[src/rtl/viol_irq_pkg.sv]
package viol_irq_pkg;

   typedef enum logic [1:0] {
      CELL_HOLD    = 2'd0,
      CELL_SET     = 2'd1,
      CELL_CLR_RD  = 2'd2,
      CELL_CLR_DIS = 2'd3
   } cell_act_e;

endpackage

[src/rtl/viol_irq_cell.sv]
module viol_irq_cell
   import viol_irq_pkg::*;
(
   input  logic clk,
   input  logic rst_n,
   input  logic meas_i,
   input  logic viol_i,
   input  logic en_i,
   input  logic rd_i,
   output logic flag_o
);

   cell_act_e act;

   always_comb begin
      if (meas_i && viol_i && en_i)
         act = CELL_SET;
      else if (!flag_o)
         act = CELL_HOLD;
      else if (meas_i && !en_i)
         act = CELL_CLR_DIS;
      else if (rd_i && !viol_i)
         act = CELL_CLR_RD;
      else
         act = CELL_HOLD;
   end

   always_ff @(posedge clk or negedge rst_n) begin
      if (!rst_n)
         flag_o <= 1'b0;
      else begin
         case (act)
            CELL_SET:     flag_o <= 1'b1;
            CELL_CLR_RD,
            CELL_CLR_DIS: flag_o <= 1'b0;
            default:      flag_o <= flag_o;
         endcase
      end
   end

endmodule

[src/rtl/viol_irq_pack.sv]
module viol_irq_pack #(
   parameter int REG_W   = 8,
   parameter int N_CH    = 5,
   localparam int POS_W  = $clog2(REG_W),
   parameter logic [N_CH*POS_W-1:0] CH_MAP = {3'd6, 3'd5, 3'd4, 3'd2, 3'd1},
   parameter int SUM_POS = 7
) (
   input  logic [N_CH-1:0]  flags_i,
   input  logic             summ_i,
   output logic [REG_W-1:0] word_o
);

   always_comb begin
      word_o = '0;
      for (int c = 0; c < N_CH; c++) begin
         word_o[CH_MAP[c*POS_W +: POS_W]] = flags_i[c];
      end
      word_o[SUM_POS] = summ_i;
   end

endmodule

[src/rtl/viol_irq_status.sv]
module viol_irq_status #(
   parameter int REG_W   = 8,
   parameter int N_CH    = 5,
   parameter int SEC_W   = 8,
   localparam int POS_W  = $clog2(REG_W),
   parameter logic [N_CH*POS_W-1:0] CH_MAP = {3'd6, 3'd5, 3'd4, 3'd2, 3'd1},
   parameter int SUM_POS = 7,
   parameter bit SUM_REG = 1'b0
) (
   input  logic             clk,
   input  logic             rst_n,
   input  logic [N_CH-1:0]  upd_i,
   input  logic [N_CH-1:0]  viol_i,
   input  logic [N_CH-1:0]  en_i,
   input  logic             start_i,
   input  logic             rd_i,
   input  logic [SEC_W-1:0] sec_stat_i,
   output logic [REG_W-1:0] stat_o
);

   // elaboration-time parameter checks
   if (N_CH + 1 > REG_W) begin : g_err_fit
      $error("viol_irq_status: channels plus summary exceed REG_W");
   end
   if (SUM_POS >= REG_W) begin : g_err_sum
      $error("viol_irq_status: SUM_POS outside the word");
   end
   for (genvar i = 0; i < N_CH; i++) begin : g_chk_map
      if (int'(CH_MAP[i*POS_W +: POS_W]) == SUM_POS) begin : g_err_ovl
         $error("viol_irq_status: channel mapped onto summary bit");
      end
      for (genvar j = i + 1; j < N_CH; j++) begin : g_pair
         if (CH_MAP[i*POS_W +: POS_W] == CH_MAP[j*POS_W +: POS_W]) begin : g_err_dup
            $error("viol_irq_status: two channels share a bit");
         end
      end
   end

   logic [N_CH-1:0] flags;
   logic            summ;

   for (genvar c = 0; c < N_CH; c++) begin : g_cell
      viol_irq_cell u_cell (
         .clk    (clk),
         .rst_n  (rst_n),
         .meas_i (upd_i[c] & start_i),
         .viol_i (viol_i[c]),
         .en_i   (en_i[c]),
         .rd_i   (rd_i),
         .flag_o (flags[c])
      );
   end

   if (SUM_REG) begin : g_sum_flop
      always_ff @(posedge clk or negedge rst_n) begin
         if (!rst_n) summ <= 1'b0;
         else        summ <= |sec_stat_i;
      end
   end else begin : g_sum_live
      assign summ = |sec_stat_i;
   end

   viol_irq_pack #(
      .REG_W   (REG_W),
      .N_CH    (N_CH),
      .CH_MAP  (CH_MAP),
      .SUM_POS (SUM_POS)
   ) u_pack (
      .flags_i (flags),
      .summ_i  (summ),
      .word_o  (stat_o)
   );

endmodule

[config.mk]
export PLATFORM = sky130hd
export DESIGN_NAME = viol_irq_status
export DESIGN_NICKNAME = d
export VERILOG_FILES = /design/src/rtl/viol_irq_pkg.sv /design/src/rtl/viol_irq_cell.sv /design/src/rtl/viol_irq_pack.sv /design/src/rtl/viol_irq_status.sv
export SDC_FILE = /design/constraint.sdc
export NUM_CORES = 1
export LEC_CHECK = 0
export BUFFER_PORTS_ARGS = -buffer_cell sky130_fd_sc_hd__clkbuf_2
export CELL_PAD_IN_SITES_DETAIL_PLACEMENT = 2
export CELL_PAD_IN_SITES_GLOBAL_PLACEMENT = 2
export CORE_AREA = 2 2 50 52
export DETAILED_ROUTE_END_ITERATION = 12
export DIE_AREA = 0 0 52 54
export PLACE_DENSITY_LB_ADDON = 0.1
export SKIP_LAST_GASP = 1
export SYNTH_ARGS = -nofsm -noshare
export SYNTH_HDL_FRONTEND = slang
export SYNTH_SLANG_ARGS = --single-unit
[constraint.sdc]
create_clock -name clk -period 1 [get_ports clk]
set_input_delay 0.05 -clock clk [delete_from_list [all_inputs] [get_ports clk]]
set_output_delay 0.05 -clock clk [all_outputs]
set_load 0.005 [all_outputs]
# After elaboration in Yosys (flattened, before gate mapping)
# Index checks and enable logic that the tools add are counted.
dict set report totals {
  input_bits 27
  regBits 5
  output_inout_bits 8
  elab_cells 91
}
dict set report classes {
  reduce_logical 41
  mux 25
  bitwise_logic 5
  n_eq_ne 15
}
# cell count
set op_table {}
lappend op_table {{2-to-1 mux 2 bit} 20}
lappend op_table {{== test 2 bit, second input constant} 10}
lappend op_table {{logical AND 1 bit} 20}
lappend op_table {{== test 2 x 1 -> 1 bit, second input constant} 5}
lappend op_table {{zero test 1 bit} 10}
lappend op_table {{case mux 1 bit (2 select lines)} 5}
lappend op_table {{nonzero test 2 bit} 5}
lappend op_table {{OR reduction 2 bit} 5}
lappend op_table {{OR reduction 8 bit} 1}
lappend op_table {{bitwise AND 1 bit} 5}

# Depth between registers and ports, before layout
# Gate-level depths: netlist (run 1).
dict set report depth {
  depth_word 9
  depth_mapped 3
  mapped_depth_nobuf 2
}

# Modules after synthesis
# From an unflattened synthesis (run 1), not the netlist that was laid out.
dict set report unflattened {
  hier_cells 37
  area_unflattened_um2 355.3
}
# module area_each_um2 seq_area_each_um2 instances cells_per_inst
set by_module_without_submodules {}
lappend by_module_without_submodules {viol_irq_cell 48.8 25.0 5 4}
lappend by_module_without_submodules {viol_irq_pack 63.8 0.0 1 9}
lappend by_module_without_submodules {viol_irq_status 47.5 0.0 1 8}

# Worst setup path after synthesis (run 1)
# OpenSTA, ideal clock, no wires.
dict set report synth_path {
  kind {flip-flop to flip-flop}
  start {register g_cell[0].u_cell.flag_o}
  end {register g_cell[0].u_cell.flag_o}
  n_path_buf 0
  setup_time_ps 123
  t_arrival_ps 685
  period_less_slack_ps 808
  path_slack_ps 192
  path_stages_with_launch 3
  t_required_ps 877
  path_cell_list {dfrtp_1 nor2b_1 o221a_1}
}
dict set report synth_between {
  elab_chain_len 5
  elab_cells_between_ends 8
  classes_between {eq/ne (3); mux (3); reduce/logical (2)}
}
# element line
set synth_rtl {}
lappend synth_rtl {{start: declaration} viol_irq_cell.sv:10} ;# output logic flag_o
lappend synth_rtl {{start signal: assignment} viol_irq_cell.sv:36} ;# default: flag_o <= flag_o;
lappend synth_rtl {{2-to-1 mux 2 bit (*)} viol_irq_cell.sv:18} ;# else if (!flag_o)
lappend synth_rtl {{2-to-1 mux 2 bit (*)} viol_irq_cell.sv:16} ;# if (meas_i && viol_i && en_i)
lappend synth_rtl {{== test 2 bit} viol_irq_cell.sv:32} ;# case (act)
lappend synth_rtl {{OR reduction 2 bit} viol_irq_cell.sv:32}
lappend synth_rtl {{case mux 1 bit (2 select lines) / nonzero test 2 bit (equally long branches)} n/a}
# Mark *: on every way between the ends. The rest lies on a longest branch, timed or not.
# A chain may end at the register's enable or synchronous reset.

# Worst setup path after layout (run 1)
# Ends and elaborated chain as after synthesis.

==> impl_metrics.csv, run 1 <==
group,metric,value,unit
layout,drive_above_1_share,53.73,%
timing,final-max-slew-violation-count,0,
pwr,switchingPower,0.1604,mW
logic_synthesis,postSynthCellCount,38,
global_routing,grt_pass1_wl,1869,um
global_routing,antenna_found_initial,0,
timing,hold_violations,0,
worst_setup_path,crit_type,"register to register",
pwr,power_frac_comb,22.0,%
route,vias,381,
placement,globalplace.congestion,0.6137,
die,rows,18,
route,first_pass_iters,1,
clock_tree,cts_resized,0,
pwr,powerDensity,1190,nW/um^2
pwr,pwr-share-clk,39.9,%
layout,reg.largest.list,"g_cell.u_cell.flag_o x5",
worst_setup_path,end_kind,"register",
pwr,ir_worst_vdd,0.0002373,V
clock_tree,cts.sinks,5,
layout,final_common_cell,"clkbuf_2",
logic_synthesis,avgSynthCellArea,9.121,sq um
global_routing,globalRouteOverflowTotal,0,
placement,dpl.hpwl,930.2,um
route,postRouteAntennaNets,0,
timing,fin_crit,867.1,ps
route,drc,0,
layout,final_cell_mix,"32 x clkbuf_2, 5 x nor2b_1, 5 x dfrtp_1",
logic_synthesis,ys_seq_elements,5,
timing,fmax,1153,MHz
timing,clock_skew,0,ps
clock_tree,htreeDepth,1,
pwr,p_leak,0.2800,nW
layout,area.growth.synth_to_final,48.01,%
die,die_w,52,um
clock_tree,holdBufCountCts,1,
worst_setup_path,path_max_fanout,3,
worst_setup_path,crit_required,1130,ps
global_routing,grt_max_degree,11,
timing,rsz0062_at_grt,"no",
clock_tree,path_clk_slew,40,ps
clock_tree,clock_latency,250,ps
pwr,finalPower,0.6104,mW
route,drt_iter0_drc,0,
placement,port_buffers,32,
die,die-area,2808,sq um
clock_tree,cts_inserted_buffers,3,
pwr,internal_power,0.4500,mW
die,fp.dieH,54,um
pwr,seq_power_share,38.1,%
timing,min_period_over_period,86.71,%
layout,largest_reg_flops,5,
clock_tree,clockBufferDepth,2,
layout,final_nets,95,
logic_synthesis,ys_seq_area_share,36.10,%
logic_synthesis,synth_cell_types,12,
route,wl_per_cell,10.89,um
clock_tree,cts_tree,"yes",
route,drt-total-wl,1056,um
clock_tree,post_cts_buffers,0,
route,viasPerCell,3.928,
clock_tree,root_buffer,"clkbuf_4",
layout,fillers,286,
worst_hold_path,hold_path.class,"input pin to register",
worst_setup_path,crit_arrival,1000,ps
global_routing,gr-usage-all-layers,9.574,%
timing,setup-tns-final,0,ps
die,floorplan.initialDensity,14.94,%
die,coreArea,2320,sq um
run_status,status,"complete, no violations",
run,cap_violations,0,
die,ios,35,
layout,largest_register,"g_cell.u_cell.flag_o",
timing,finalSetupViolCount,0,
worst_setup_path,start_kind,"register",
layout,antenna_cells,0,
logic_synthesis,syn_area,346.6,sq um
pwr,swShare,26.28,%
logic_synthesis,synth_warnings,0,
global_routing,grt_pass1_vias,438,
==> Yosys cell counts <==
library cell  instances  area [sq um]
o221a_1               1         11.26
buf_6                 1         11.26
dfrtp_1               5         125.1
nor4_1                2         12.51
conb_1                1         3.750
nand2_1               2         7.510
a21o_2                1         8.760
nor2b_1               5         31.28
buf_4                 8         60.06
inv_1                 4         15.01
a311oi_1              4         35.03
a31oi_1               4         25.02
==> cell type report <==
class	count	area, sq um	share of cell area [%]
repair buffers	33	170.2	33.17
multi-input cells	21	138.9	27.07
flip-flops and latches	5	125.1	24.39
well taps	30	37.54	7.317
clock buffers	4	26.28	5.122
inverters	4	15.01	2.927
==> power by group through the flow <==
stage / combinational [mW] / clock, mW / sequential (mW)
2_1_floorplan: 0.0831 / 0 / 0.233
3_3_place_gp: 0.135 / 0 / 0.237
3_5_place_dp: 0.135 / 0 / 0.237
4_1_cts: 0.139 / 0.252 / 0.233
5_1_grt: 0.156 / 0.267 / 0.236
6_report: 0.134 / 0.244 / 0.233
==> routing by layer <==
layer / part of all wire (%) / track usage [%] / vias up
met4: 2.0 / 7.895 / 0
met1: 37 / 9.950 / 174
met5: 0 / 0 / -
li1: - / - / 183
met2: 51 / 16.46 / 22
met3: 9.0 / 2.222 / 2
==> critical path, cell delays in order, from the launching register on <==
cell,delay (ps)
dfrtp_1,390
nor2b_1,140
o221a_1,220
==> metrics by stage <==
stage	util [%]	hold slack, ps	area, sq um	setup WS [ps]	cells
4_1_cts	22.11	11.22	513.0	127.8	97
3_5_place_dp	20.55	-121.8	476.7	135.5	92
2_1_floorplan	-	-245.6	350.3	191.9	39
5_1_grt	22.11	24.79	513.0	106.8	97
6_report	22.11	12.11	513.0	132.9	97
3_3_place_gp	20.55	-118.9	476.7	170.1	92
==> path summary, 6_finish.rpt <==
check                                        start                 endpoint  slack, ps  depth (start not counted)
max                        g_cell[0].u_cell.flag_o  g_cell[0].u_cell.flag_o        130                          2
max in group asynchronous                    rst_n  g_cell[0].u_cell.flag_o        710                          2
max reg2reg                g_cell[0].u_cell.flag_o  g_cell[0].u_cell.flag_o        130                          2
min                                       upd_i[4]  g_cell[4].u_cell.flag_o         10                          2
min reg2reg                g_cell[4].u_cell.flag_o  g_cell[4].u_cell.flag_o        600                          2
min in group asynchronous                    rst_n  g_cell[3].u_cell.flag_o        160                          2
==> cell families after synthesis <==
family                 Yosys count  synth area share (%)
AO/OA/AOI/OAI                   10                 23.10
buffers and inverters           13                 24.91
flip-flops                       5                 36.10
other                            1                 1.082
AND/OR/NAND/NOR                  9                 14.80
(Power assumes the default switching activity.)
==> run 2: changes to the inputs <==
--- a/config.mk
+++ b/config.mk
@@ -5,12 +5,13 @@
 export SDC_FILE = /design/constraint.sdc
 export NUM_CORES = 1
 export LEC_CHECK = 0
-export BUFFER_PORTS_ARGS = -buffer_cell sky130_fd_sc_hd__clkbuf_2
 export CELL_PAD_IN_SITES_DETAIL_PLACEMENT = 2
 export CELL_PAD_IN_SITES_GLOBAL_PLACEMENT = 2
-export CORE_AREA = 2 2 50 52
+export CORE_AREA = 2 2 39 41
+export CTS_BUF_LIST = sky130_fd_sc_hd__clkbuf_2 sky130_fd_sc_hd__clkbuf_4 sky130_fd_sc_hd__clkbuf_8
 export DETAILED_ROUTE_END_ITERATION = 12
-export DIE_AREA = 0 0 52 54
+export DIE_AREA = 0 0 41 43
+export DONT_BUFFER_PORTS = 1
 export PLACE_DENSITY_LB_ADDON = 0.1
 export SKIP_LAST_GASP = 1
 export SYNTH_ARGS = -nofsm -noshare
==> run 2 against run 1 <==
Against the previous run:
- total power is 1.0% lower
- first-iteration DRC count rose by 3
- utilization grew 13 points
- combinational power is 26% lower
- register-to-register slack about the same
- critical endpoint unchanged
==> impl_metrics.csv, run 2 (synthesized netlist as in run 1, its figures left out) <==
group,metric,value,unit
route,drc,0,
timing,min_period_over_period,87.48,%
placement,post_dp_cell_area,299.0,sq um
die,floorplan.initialDensity,25.05,%
die,rows,14,
layout,area.growth.synth_to_final,38.27,%
clock_tree,clockBufferDepth,2,
route,viasPerCell,5.031,
layout,drive_above_1_share,10.20,%
pwr,ir_worst_vdd,0.0005095,V
worst_setup_path,crit_type,"register to register",
global_routing,grtUsageMet2,21.25,%
worst_setup_path,start_kind,"register",
clock_tree,post_cts_buffers,0,
global_routing,gr-usage-all-layers,14.82,%
layout,final_cell_mix,"15 x dlygate4sd3_1, 5 x nor2b_1, 5 x dfrtp_1",
pwr,p_leak,0.2079,nW
worst_setup_path,reg2reg_slack,130,ps
placement,globalplace.congestion,0.5492,
worst_hold_path,hold_path.class,"input pin to register",
worst_setup_path,crit_required,1130,ps
worst_setup_path,path_cells,"nor2b_1, o221a_1",
worst_setup_path,path_max_fanout,3,
global_routing,grt_max_degree,8,
layout,multiInputGateArea,138.9,sq um
die,coreArea,1384,sq um
route,postRouteAntennaNets,0,
clock_tree,cts_resized,0,
clock_tree,cts_inserted_buffers,3,
worst_setup_path,cp_slowest_stage_delay,400,ps
global_routing,busiest_layer,"met2",
timing,setup-tns-final,0,ps
die,die-area,1763,sq um
placement,port_buffers,0,
route,drt_iter0_drc,3,
layout,design_area,479.2,sq um
timing,hold_violations,0,
layout,largest_register,"g_cell.u_cell.flag_o",
run,cap_violations,0,
layout,final_util,34.63,%
layout,final_nets,77,
layout,fillers,168,
global_routing,use_met1,16.29,%
layout,antenna_cells,0,
global_routing,globalRouteOverflowTotal,0,
timing,fin_crit,874.8,ps
timing,clock_skew,0,ps
route,drt-total-wl,1051,um
pwr,finalPower,0.6040,mW
worst_setup_path,critPathBufInv,0,
run_status,status,"complete, no violations",
layout,ff_latch_area,125.1,sq um
timing,finalSetupViolCount,0,
route,first_pass_iters,3,
die,fp.dieH,43,um
clock_tree,cts_tree,"yes",
worst_setup_path,crit_slowest_cell,"dfrtp_1",
route,vias,327,
pwr,powerDensity,1260,nW/um^2
worst_setup_path,crit_family,"flip-flops",
layout,reg.largest.list,"g_cell.u_cell.flag_o x5",
timing,fmax,1143,MHz
clock_tree,root_buffer,"clkbuf_4",
die,die_w,41,um
placement,dpl.hpwl,714,um
clock_tree,cts.sinks,5,
layout,final_common_cell,"dlygate4sd3_1",
layout,largest_reg_flops,5,
global_routing,grt_pass1_wl,1635,um
timing,rsz0062_at_grt,"no",
route,wl_per_cell,16.17,um
worst_setup_path,end_kind,"register",
worst_setup_path,crit_arrival,1010,ps
clock_tree,clock_latency,250,ps
clock_tree,path_clk_slew,40,ps
global_routing,grt_use_met3,8.901,%
global_routing,grt_pass1_vias,368,
clock_tree,htreeDepth,1,
die,ios,35,
global_routing,antenna_found_initial,0,
timing,final-max-slew-violation-count,0,
-- run 2: timing repair --
item / CTS / global route
endpoints found under the setup margin: 0 / 0
hold buffers: 14 / 1
endpoints found under the hold margin: 10 / 1
-- run 2: power breakdown --
| group | switching, mW | total (mW) | internal, mW |
|---|---|---|---|
| combinational | 0.0334 | 0.0993 | 0.0660 |
| clock | 0.0887 | 0.267 | 0.178 |
| sequential | 0.0156 | 0.238 | 0.222 |
-- run 2: worst paths after layout --
check | startpoint | end | cells after the start
setup / recovery | g_cell[0].u_cell.flag_o | g_cell[0].u_cell.flag_o | 2
hold / removal | rd_i | g_cell[1].u_cell.flag_o | 2
setup reg to reg | g_cell[0].u_cell.flag_o | g_cell[0].u_cell.flag_o | 2
hold reg to reg | g_cell[1].u_cell.flag_o | g_cell[1].u_cell.flag_o | 2
max in group asynchronous | rst_n | g_cell[2].u_cell.flag_o | 1
min in group asynchronous | rst_n | g_cell[3].u_cell.flag_o | 1
-- run 2: worst register-to-register path: cells and delay by family (launching register included) --
kind | cells | cell delay, ps
DFF | 1 | 400
and+or+nand+nor | 1 | 150
AOI/OAI and AO/OA | 1 | 210
-- run 2: metrics by stage --
step	cells	setup slack (ps)	hold slack [ps]
finish	65	125.2	9.493
global route	65	77.96	5.127
CTS	64	121.2	0.4095
detailed placement	46	134.3	-245.4
global placement	46	146.5	-245.4
floorplan	39	191.9	-245.6
-- run 2: area by class of cell --
class / count / area share, %
timing repair buffer: 15 / 31.33
multi-input combinational: 21 / 28.98
sequential: 5 / 26.11
clock buffer: 4 / 6.266
tap: 16 / 4.178
inverter: 4 / 3.133
-- run 2: per-layer routing --
metal / wire length (um) / share of wire (%)
met1: 394 / 37
met2: 533 / 51
met3: 116 / 11
met4: 6 / 0.57
met5: 0 / 0
